$ cat config.mk
export PLATFORM = sky130hd
export DESIGN_NAME = seed_window_seq
export DESIGN_NICKNAME = d
export VERILOG_FILES = /design/src/rtl/seqwin_pkg.sv /design/src/rtl/seed_shift_reg.sv /design/src/rtl/flag_shift_reg.sv /design/src/rtl/seq_ctrl.sv /design/src/rtl/seed_window_seq.sv
export SDC_FILE = /design/constraint.sdc
export NUM_CORES = 1
export LEC_CHECK = 0
export BUFFER_PORTS_ARGS = -buffer_cell sky130_fd_sc_hd__buf_2
export CAP_MARGIN = 10
export CORE_MARGIN = 5
export CORE_UTILIZATION = 60
export CTS_CLUSTER_SIZE = 12
export DETAILED_ROUTE_END_ITERATION = 8
export GPL_ROUTABILITY_DRIVEN = 1
export GPL_TIMING_DRIVEN = 0
export PLACE_DENSITY = 0.87
export REMOVE_ABC_BUFFERS = 1
export SYNTH_ARGS = -nofsm -noshare
export SYNTH_HDL_FRONTEND = slang
export SYNTH_SLANG_ARGS = --single-unit
$ cat constraint.sdc
create_clock -name clk -period 3.8 [get_ports clk]
set_input_delay 0.57 -clock clk [delete_from_list [all_inputs] [get_ports clk]]
set_output_delay 0.57 -clock clk [all_outputs]
set_load 0.01 [all_outputs]
$ cat src/rtl/seqwin_pkg.sv
package seqwin_pkg;

  typedef enum logic [1:0] {
    ST_IDLE = 2'd0,
    ST_EVAL = 2'd1,
    ST_WAIT = 2'd2
  } seq_state_t;

  // number of distinct non-wrapping windows in a sequence
  function automatic int win_count(input int seq_len, input int seed_w);
    return seq_len - seed_w + 1;
  endfunction

  // width needed to hold an index 0 .. wins-1 (at least one bit)
  function automatic int idx_width(input int wins);
    return (wins <= 2) ? 1 : $clog2(wins);
  endfunction

endpackage

$ cat src/rtl/seed_shift_reg.sv
module seed_shift_reg #(
  parameter int SEQ_LEN = 12,
  parameter int SEED_W  = 4
) (
  input  logic               clk,
  input  logic               rst_n,
  input  logic               load_en,
  input  logic [SEQ_LEN-1:0] load_bits,
  input  logic               restart,
  input  logic               shift_en,
  output logic [SEED_W-1:0]  seed
);

  // internal order: bit SEQ_LEN-1 is the leftmost (first) sequence bit
  logic [SEQ_LEN-1:0] rev_bits;
  logic [SEQ_LEN-1:0] store_q;
  logic [SEQ_LEN-1:0] work_q;

  for (genvar k = 0; k < SEQ_LEN; k++) begin : g_rev
    assign rev_bits[SEQ_LEN-1-k] = load_bits[k];
  end

  always_ff @(posedge clk or negedge rst_n) begin
    if (!rst_n) begin
      store_q <= '0;
      work_q  <= '0;
    end else begin
      if (load_en) store_q <= rev_bits;
      if (restart) work_q <= load_en ? rev_bits : store_q;
      else if (shift_en) work_q <= {work_q[SEQ_LEN-2:0], 1'b0};
    end
  end

  assign seed = work_q[SEQ_LEN-1 -: SEED_W];

  if (SEED_W > 1) begin : g_chk
    // after a shift the window has moved by exactly one bit
    a_r2_one_bit_slide: assert property (@(posedge clk) disable iff (!rst_n)
      shift_en |=> seed[SEED_W-1:1] == $past(seed[SEED_W-2:0]));
  end

endmodule

$ cat src/rtl/flag_shift_reg.sv
module flag_shift_reg #(
  parameter int WINS      = 9,
  parameter bit USE_FLAGS = 1'b1
) (
  input  logic            clk,
  input  logic            rst_n,
  input  logic            load_en,
  input  logic [WINS-1:0] load_flags,
  input  logic            restart,
  input  logic            shift_en,
  output logic            cur_flag
);

  if (USE_FLAGS) begin : g_flags
    logic [WINS-1:0] store_q;
    logic [WINS-1:0] work_q;

    always_ff @(posedge clk or negedge rst_n) begin
      if (!rst_n) begin
        store_q <= '0;
        work_q  <= '0;
      end else begin
        if (load_en) store_q <= load_flags;
        if (restart) work_q <= load_en ? load_flags : store_q;
        else if (shift_en) work_q <= {1'b0, work_q[WINS-1:1]};
      end
    end

    assign cur_flag = work_q[0];

    if (WINS > 1) begin : g_chk
      // flag string moves in lockstep with the seed window
      a_r4_flag_lockstep: assert property (@(posedge clk) disable iff (!rst_n)
        (shift_en && !restart) |=> cur_flag == $past(work_q[1]));
    end
  end else begin : g_all
    logic unused_flag_inputs;
    assign unused_flag_inputs = ^{clk, rst_n, load_en, load_flags, restart, shift_en};
    assign cur_flag = 1'b1;
  end

endmodule

$ cat src/rtl/seq_ctrl.sv
module seq_ctrl
  import seqwin_pkg::*;
#(
  parameter int WINS  = 9,
  parameter int IDX_W = 4
) (
  input  logic             clk,
  input  logic             rst_n,
  input  logic             start,
  input  logic             pre_load,
  input  logic             test_done,
  input  logic             cur_flag,
  output logic             seed_load,
  output logic             shift_en,
  output logic             restart,
  output logic             load_en,
  output logic             busy,
  output logic             done,
  output logic [IDX_W-1:0] idx
);

  localparam logic [IDX_W-1:0] LAST_IDX = IDX_W'(WINS - 1);

  seq_state_t       state_q, state_d;
  logic [IDX_W-1:0] idx_q;
  logic             done_q;
  logic             idle, is_last, advance, finish;

  assign idle      = (state_q == ST_IDLE);
  assign restart   = idle && start;
  assign load_en   = idle && pre_load;
  assign is_last   = (idx_q == LAST_IDX);
  assign seed_load = (state_q == ST_EVAL) && cur_flag;
  assign advance   = ((state_q == ST_EVAL) && !cur_flag) ||
                     ((state_q == ST_WAIT) && test_done);
  assign shift_en  = advance && !is_last;
  assign finish    = advance && is_last;

  always_comb begin
    state_d = state_q;
    unique case (state_q)
      ST_IDLE: if (start) state_d = ST_EVAL;
      ST_EVAL: begin
        if (cur_flag)    state_d = ST_WAIT;
        else if (finish) state_d = ST_IDLE;
      end
      ST_WAIT: if (test_done) state_d = finish ? ST_IDLE : ST_EVAL;
      default: state_d = ST_IDLE;
    endcase
  end

  always_ff @(posedge clk or negedge rst_n) begin
    if (!rst_n) begin
      state_q <= ST_IDLE;
      idx_q   <= '0;
      done_q  <= 1'b0;
    end else begin
      state_q <= state_d;
      if (restart)       idx_q <= '0;
      else if (shift_en) idx_q <= idx_q + IDX_W'(1);
      if (restart)       done_q <= 1'b0;
      else if (finish)   done_q <= 1'b1;
    end
  end

  assign busy = !idle;
  assign done = done_q;
  assign idx  = idx_q;

  // the load strobe never lasts longer than one cycle
  a_r5_single_strobe: assert property (@(posedge clk) disable iff (!rst_n)
    seed_load |=> !seed_load);
  // without test_done the block stays on the current window
  a_r5_hold_for_done: assert property (@(posedge clk) disable iff (!rst_n)
    (state_q == ST_WAIT && !test_done) |=> (state_q == ST_WAIT && $stable(idx_q)));
  // each shift moves the index up by one
  a_r6_index_step: assert property (@(posedge clk) disable iff (!rst_n)
    shift_en |=> idx_q == $past(idx_q) + IDX_W'(1));
  // the index never passes the last window
  a_r3_index_bound: assert property (@(posedge clk) disable iff (!rst_n)
    idx_q <= LAST_IDX);
  // done and busy are never high together
  a_r7_done_not_busy: assert property (@(posedge clk) disable iff (!rst_n)
    done_q |-> !busy);
  // a start while busy does not reset the walk
  a_r8_start_ignored: assert property (@(posedge clk) disable iff (!rst_n)
    (busy && start && !advance) |=> $stable(idx_q));

endmodule

$ cat src/rtl/seed_window_seq.sv
module seed_window_seq
  import seqwin_pkg::*;
#(
  parameter int SEQ_LEN   = 12,
  parameter int SEED_W    = 4,
  parameter bit USE_FLAGS = 1'b1,
  localparam int WINS     = win_count(SEQ_LEN, SEED_W),
  localparam int IDX_W    = idx_width(WINS)
) (
  input  logic               clk,
  input  logic               rst_n,
  input  logic               start,
  input  logic               pre_load,
  input  logic [SEQ_LEN-1:0] pre_bits,
  input  logic [WINS-1:0]    pre_flags,
  input  logic               test_done_i,
  output logic [SEED_W-1:0]  seed_o,
  output logic               seed_load_o,
  output logic               busy_o,
  output logic               done_o,
  output logic [IDX_W-1:0]   win_idx_o
);

  logic cur_flag, shift_en, restart, load_en;

  seq_ctrl #(.WINS(WINS), .IDX_W(IDX_W)) u_ctrl (
    .clk       (clk),
    .rst_n     (rst_n),
    .start     (start),
    .pre_load  (pre_load),
    .test_done (test_done_i),
    .cur_flag  (cur_flag),
    .seed_load (seed_load_o),
    .shift_en  (shift_en),
    .restart   (restart),
    .load_en   (load_en),
    .busy      (busy_o),
    .done      (done_o),
    .idx       (win_idx_o)
  );

  seed_shift_reg #(.SEQ_LEN(SEQ_LEN), .SEED_W(SEED_W)) u_seed (
    .clk       (clk),
    .rst_n     (rst_n),
    .load_en   (load_en),
    .load_bits (pre_bits),
    .restart   (restart),
    .shift_en  (shift_en),
    .seed      (seed_o)
  );

  flag_shift_reg #(.WINS(WINS), .USE_FLAGS(USE_FLAGS)) u_flag (
    .clk        (clk),
    .rst_n      (rst_n),
    .load_en    (load_en),
    .load_flags (pre_flags),
    .restart    (restart),
    .shift_en   (shift_en),
    .cur_flag   (cur_flag)
  );

  // stored contents only change while idle
  a_r9_load_only_idle: assert property (@(posedge clk) disable iff (!rst_n)
    load_en |-> !busy_o);

endmodule

# [Word level (Yosys, flattened, before mapping)]
# Cells that the tools add are included.
[word_totals] regBits=49 output_inout_bits=11 input_bits=26
[classes] add_sub_neg=1 n_eq_ne=6 n_mux=16 reduce_logical=15
[ops] op="$mux 12" n=3
[ops] op="$mux 9" n=3
[ops] op="$mux 2" n=4
[ops] op="$mux 4" n=2
[ops] op="$logic_and 1x1->1" n=7
[ops] op="$pmux 2 s3" n=1
[ops] op="$add 4x1->4 const B" n=1
[ops] op="$eq 4x4->1 const B" n=1
[ops] op="$ne 2x2->1 const B" n=2
[ops] op="$reduce_bool 2->1" n=2
[ops] op="$logic_not 1->1" n=3
[ops] op="$mux 1" n=3
[ops] op="$ne 3x1->1 const B" n=1
[ops] op="$reduce_and 3->1" n=1
[ops] op="$eq 2x1->1 const B" n=1
[ops] op="$eq 2x2->1 const B" n=1
[ops] op="$logic_not 2->1" n=1
[ops] op="$logic_or 1x1->1" n=1

# [Longest topological paths before layout]
[logic_depth] word_depth=7 ltp_mapped=7

# [Cells and area by module]
# From an unflattened synthesis, not the netlist that was laid out.
[unflattened] hier_cells=153 hier_area_um2=2371.0
[by_module_without_submodules] module="seed_shift_reg" seq_area_each_um2=600.6 instances=1 area_each_um2=1127.3 cells_per_inst=67
[by_module_without_submodules] module="flag_shift_reg" seq_area_each_um2=450.4 instances=1 area_each_um2=838.3 cells_per_inst=48
[by_module_without_submodules] module="seq_ctrl" seq_area_each_um2=175.2 instances=1 area_each_um2=405.4 cells_per_inst=38

# [Worst setup path before layout]
# No wires, ideal clock.
[synth_timing] kind="input to register" startpoint="input port pre_load" endpoint="register u_seed.work_q[0]" setup_time_ns=0.128 required_time_ns=3.672 arrival_ns=1.550 path_slack_ns=2.122 stages=5 path_cell_list="nor3b_1 buf_2 mux2_2 nand2_1 o21ai_0"
[synth_via] elab_chain_cells=3
[synth_rtl] item="start, declared" line_no="seed_window_seq.sv:13" text="input logic pre_load,"
[synth_rtl] item="$logic_and 1x1->1" line_no="seq_ctrl.sv:31" text="assign load_en = idle && pre_load;"
[synth_rtl] item="$mux 12 (2 in a row)" line_no="seed_shift_reg.sv:29" text="if (restart) work_q <= load_en ? rev_bits : store_q;"
[synth_rtl] item="end signal, assigned" line_no="seed_shift_reg.sv:29"
[synth_rtl] item="end signal, assigned" line_no="seed_shift_reg.sv:30" text="else if (shift_en) work_q <= {work_q[SEQ_LEN-2:0], 1'b0};"
[synth_rtl] item="end, declared" line_no="seed_shift_reg.sv:17" text="logic [SEQ_LEN-1:0] work_q;"
# Every way passes these cells.
# A chain may end at the register's enable or synchronous reset.

# [Final worst setup path]
[layout_timing] startpoint="register u_ctrl.state_q[1]" endpoint="register u_flag.g_flags.work_q[0]"
[layout_via] elab_chain_cells=5 word_cells_on_any_way=12 cone_classes="eq/ne: 2; mux: 2; reduce/logical: 8"
[layout_rtl] item="start, declared" line_no="seq_ctrl.sv:24" text="seq_state_t state_q, state_d;"
[layout_rtl] item="start signal, assigned" line_no="seq_ctrl.sv:58" text="state_q <= state_d;"
[layout_rtl] item="$eq 2x1->1 / $eq 2x2->1 (equally long branches)" line_no="seq_ctrl.sv:34, seq_ctrl.sv:35"
[layout_rtl] item="$logic_and 1x1->1, on equally long branches" line_no="seq_ctrl.sv:34, seq_ctrl.sv:35"
[layout_rtl] item="$logic_or 1x1->1" line_no="seq_ctrl.sv:34" text="assign advance = ((state_q == ST_EVAL) && !cur_flag) ||"
[layout_rtl] item="$logic_and 1x1->1" line_no="seq_ctrl.sv:36" text="assign shift_en = advance && !is_last;"
[layout_rtl] item="$reduce_bool 2->1 (no source line)"
[layout_rtl] item="end signal, assigned" line_no="flag_shift_reg.sv:24" text="if (restart) work_q <= load_en ? load_flags : store_q;"
[layout_rtl] item="end signal, assigned" line_no="flag_shift_reg.sv:25" text="else if (shift_en) work_q <= {1'b0, work_q[WINS-1:1]};"
[layout_rtl] item="end, declared" line_no="flag_shift_reg.sv:16" text="logic [WINS-1:0] work_q;"
# Parallel ways exist; a longest one is shown, timed or not.

==> out/metrics.yaml <==
yosys:
  synth_compound_area_share_pct: 10.2
  yosysSeqAreaShare_pct: 54.1
  netlist_area_um2: 2260
  synth-seq-cells: 49
  ys_async_sr_fraction_pct: 100
  ys_types: 28
  yosysWarnings: 0
  synthXorXnorAreaFrac_pct: 0.387
  syn_avg_cell_area_um2: 12.0
  synthSimpleGateAreaFrac_pct: 9.72
  postSynthCellCount: 189
  synth.area.mux_share_pct: 19.8
  synth-edff-count: 0
  synthAdderAreaFrac_pct: 1.10
  synth_ff_type: "dfrtp_1"
  synth_top_family_by_area: "multiplexers"
floorplanning:
  fp.dieH_um: 71.4
  initial_core_util_pct: 61.9
  die_w_um: 71.4
  io_pins: 37
  fp.coreArea_um2: 3660
  num_rows: 22
  die_area_um2: 5100
timing:
  layout_min_cycle_time_ns: 2.47
  drv_slew: 0
  hold_violations: 0
  rsz0062_at_grt: "no"
  final-setup-viol-count: 0
  worst_slew_pin_slew_ns: 1.05
  slew-limit-headroom_pct: 30.2
  finalWorstSetupSlack_ns: 1.33
  timing.final.crit_share_pct: 65.0
  max_freq_mhz: 405
  finClkSkew_ns: 0.00660
power:
  p_leak_nw: 1.20
  power_density_nw_per_um2: 808
  peakVddDrop_mv: 0.414
grt:
  first_global_vias: 1521
  grt_start_max_net_pins: 50
  grt_pass1_wl_um: 6820
  grt-ovfl-total: 0
  antenna_found_initial: 0
  grt_usage_pct: 17.1
clocking:
  cts_setup_buffers: 0
  root_buffer: "clkbuf_8"
  cts_tree: "yes"
  cts_resized: 0
  clk_latency_ns: 0.30
  htreeDepth: 2
  ctsHoldBuffers: 0
  cts_sinks: 49
  numCtsBuffers: 5
  ctsLongestPathBuffers: 2
  path_clk_slew_ns: 0.08
routing:
  wire_per_inst_um: 14.8
  drt-initial-drc-count: 89
  viasPerCell: 5.60
  drcViolationCount: 0
  routed_wl_um: 3940
  vias: 1489
  drtPass1Iterations: 4
  drtAntennaViolNets: 0
outcome:
  status: "complete, no violations"
setup_path:
  crit_buf_inv: 0
  r2r_end: "u_flag.g_flags.work_q[0]$_DFFE_PN0P_"
  worst-setup-path-type: "reg -> reg"
  reg2regPathDepth: 4
  ff2ff_setup_slack_ns: 1.33
  rr_startpoint: "u_ctrl.state_q[1]$_DFFE_PN0P_"
  worstSetupEndpointType: "register"
  path_delay_family: "compound AO/OA/AOI/OAI gates"
  cp_slowest_cell: "a21oi_4"
  startpoint_type: "register"
  path_cells: "or3b_4 -> a21oi_4 -> nor2_1 -> a221o_1"
  critPathMaxStageDelay_ns: 0.67
  endpoint: "u_flag.g_flags.work_q[0]$_DFFE_PN0P_"
  cp-startpoint: "u_ctrl.state_q[1]$_DFFE_PN0P_"
  cp.depth: 4
  cp.required_ns: 3.98
  cp.arrival_ns: 2.65
  critPathMaxFanout: 33
layout:
  layout_common_cells: "49 x dfrtp_1, 36 x buf_2, 23 x nand2_1"
  diodes: 0
  final_common_cell: "dfrtp_1"
  fin_util_pct: 68.7
  fillCellCount: 278
  nNetsFinal: 245
  drive_gt1_share_pct: 32.1
  area_growth_pct: 11.1
place:
  dpl.hpwl_um: 2680
  gp_congestion: 0.725
  pre_cts_ws_ns: 1.13
  placement.io_buffers: 36
run:
  max_cap_violations: 0
min_path:
  hp-class: "in -> async"
synth_stat cells (4+ instances only):
cell       n  share of area (%)
dfrtp_1   49                 54
inv_1      4               0.66
buf_2      4               0.88
o221ai_1   7                2.7
a21oi_1    4               0.88
buf_4      5                1.7
mux2_2    22                 11
nand2_1   23                3.8
nor2_1    14                2.3
clkbuf_1   4               0.66
a221o_1   10                4.4
mux2i_1   20                8.8
how the worst min path moves through the flow:
stage | depth (start not counted) | start | slack, ns | end
6_report | 1 | rst_n | 0.45 | u_seed.store_q[5]$_DFF_PN0_
5_1_grt | 2 | pre_bits[4] | 0.50 | u_seed.store_q[7]$_DFF_PN0_
4_1_cts | 1 | rst_n | 0.49 | u_seed.store_q[5]$_DFF_PN0_
3_5_place_dp | 2 | u_seed.work_q[7]$_DFFE_PN0P_ | 0.47 | u_seed.work_q[8]$_DFFE_PN0P_
3_3_place_gp | 2 | u_seed.work_q[5]$_DFFE_PN0P_ | 0.46 | u_seed.work_q[6]$_DFFE_PN0P_
2_1_floorplan | 0 | rst_n | 0.27 | u_ctrl.done$_DFFE_PN0P_
power by group:
group	internal (W)	switching (W)	leakage [nW]	total [W]
sequential	0.000778	0.000150	0.597	0.000928
clock	0.000128	0.000161	0.0450	0.000289
combinational	0.000412	0.000402	0.557	0.000815
metrics by stage:
step,TNS (ns),std cells,hold WS [ns],power [W],area [um^2]
finish,0,266,0.453,0.00203,2520
global route,0,266,0.504,0.00220,2520
CTS,0,266,0.487,0.00205,2520
detailed placement,0,258,0.466,0.00176,2430
global placement,-6.93,257,0.461,0.00171,2410
floorplan,0,173,0.274,0.00151,2170
routing by layer:
metal  GRT usage [%]  up-vias  part of all wire [%]
li1                -      721                     -
met1            22.2      738                    47
met2            26.9       25                    48
met3            3.93        5                   3.9
met4            8.77        0                   1.3
met5               0        -                     0
state kept, by name, summed over array words and instances, names as in the netlist:
signal / cells
u_ctrl.idx: 4
u_seed.work_q: 12
u_seed.store_q: 12
u_flag.g_flags.store_q: 9
u_ctrl.state_q: 2
u_ctrl.done: 1
u_flag.g_flags.work_q: 9
area by class of cell:
type | instances | area [um^2] | area share [%]
Tap cell | 48 | 60.1 | 2.39
Inverter | 4 | 15.0 | 0.597
Sequential cell | 49 | 1230 | 48.7
Clock inverter | 2 | 10.0 | 0.398
Multi-Input combinational cell | 120 | 937 | 37.2
Clock buffer | 6 | 72.6 | 2.88
Timing Repair Buffer | 37 | 195 | 7.76
kinds of logic after synthesis:
logic type | Yosys count
compound gates | 27
buf+inv | 20
simple gates | 48
xor+xnor | 1
fa+ha+maj | 2
flops | 49
mux | 42
Power figures use the tool's default switching activity.
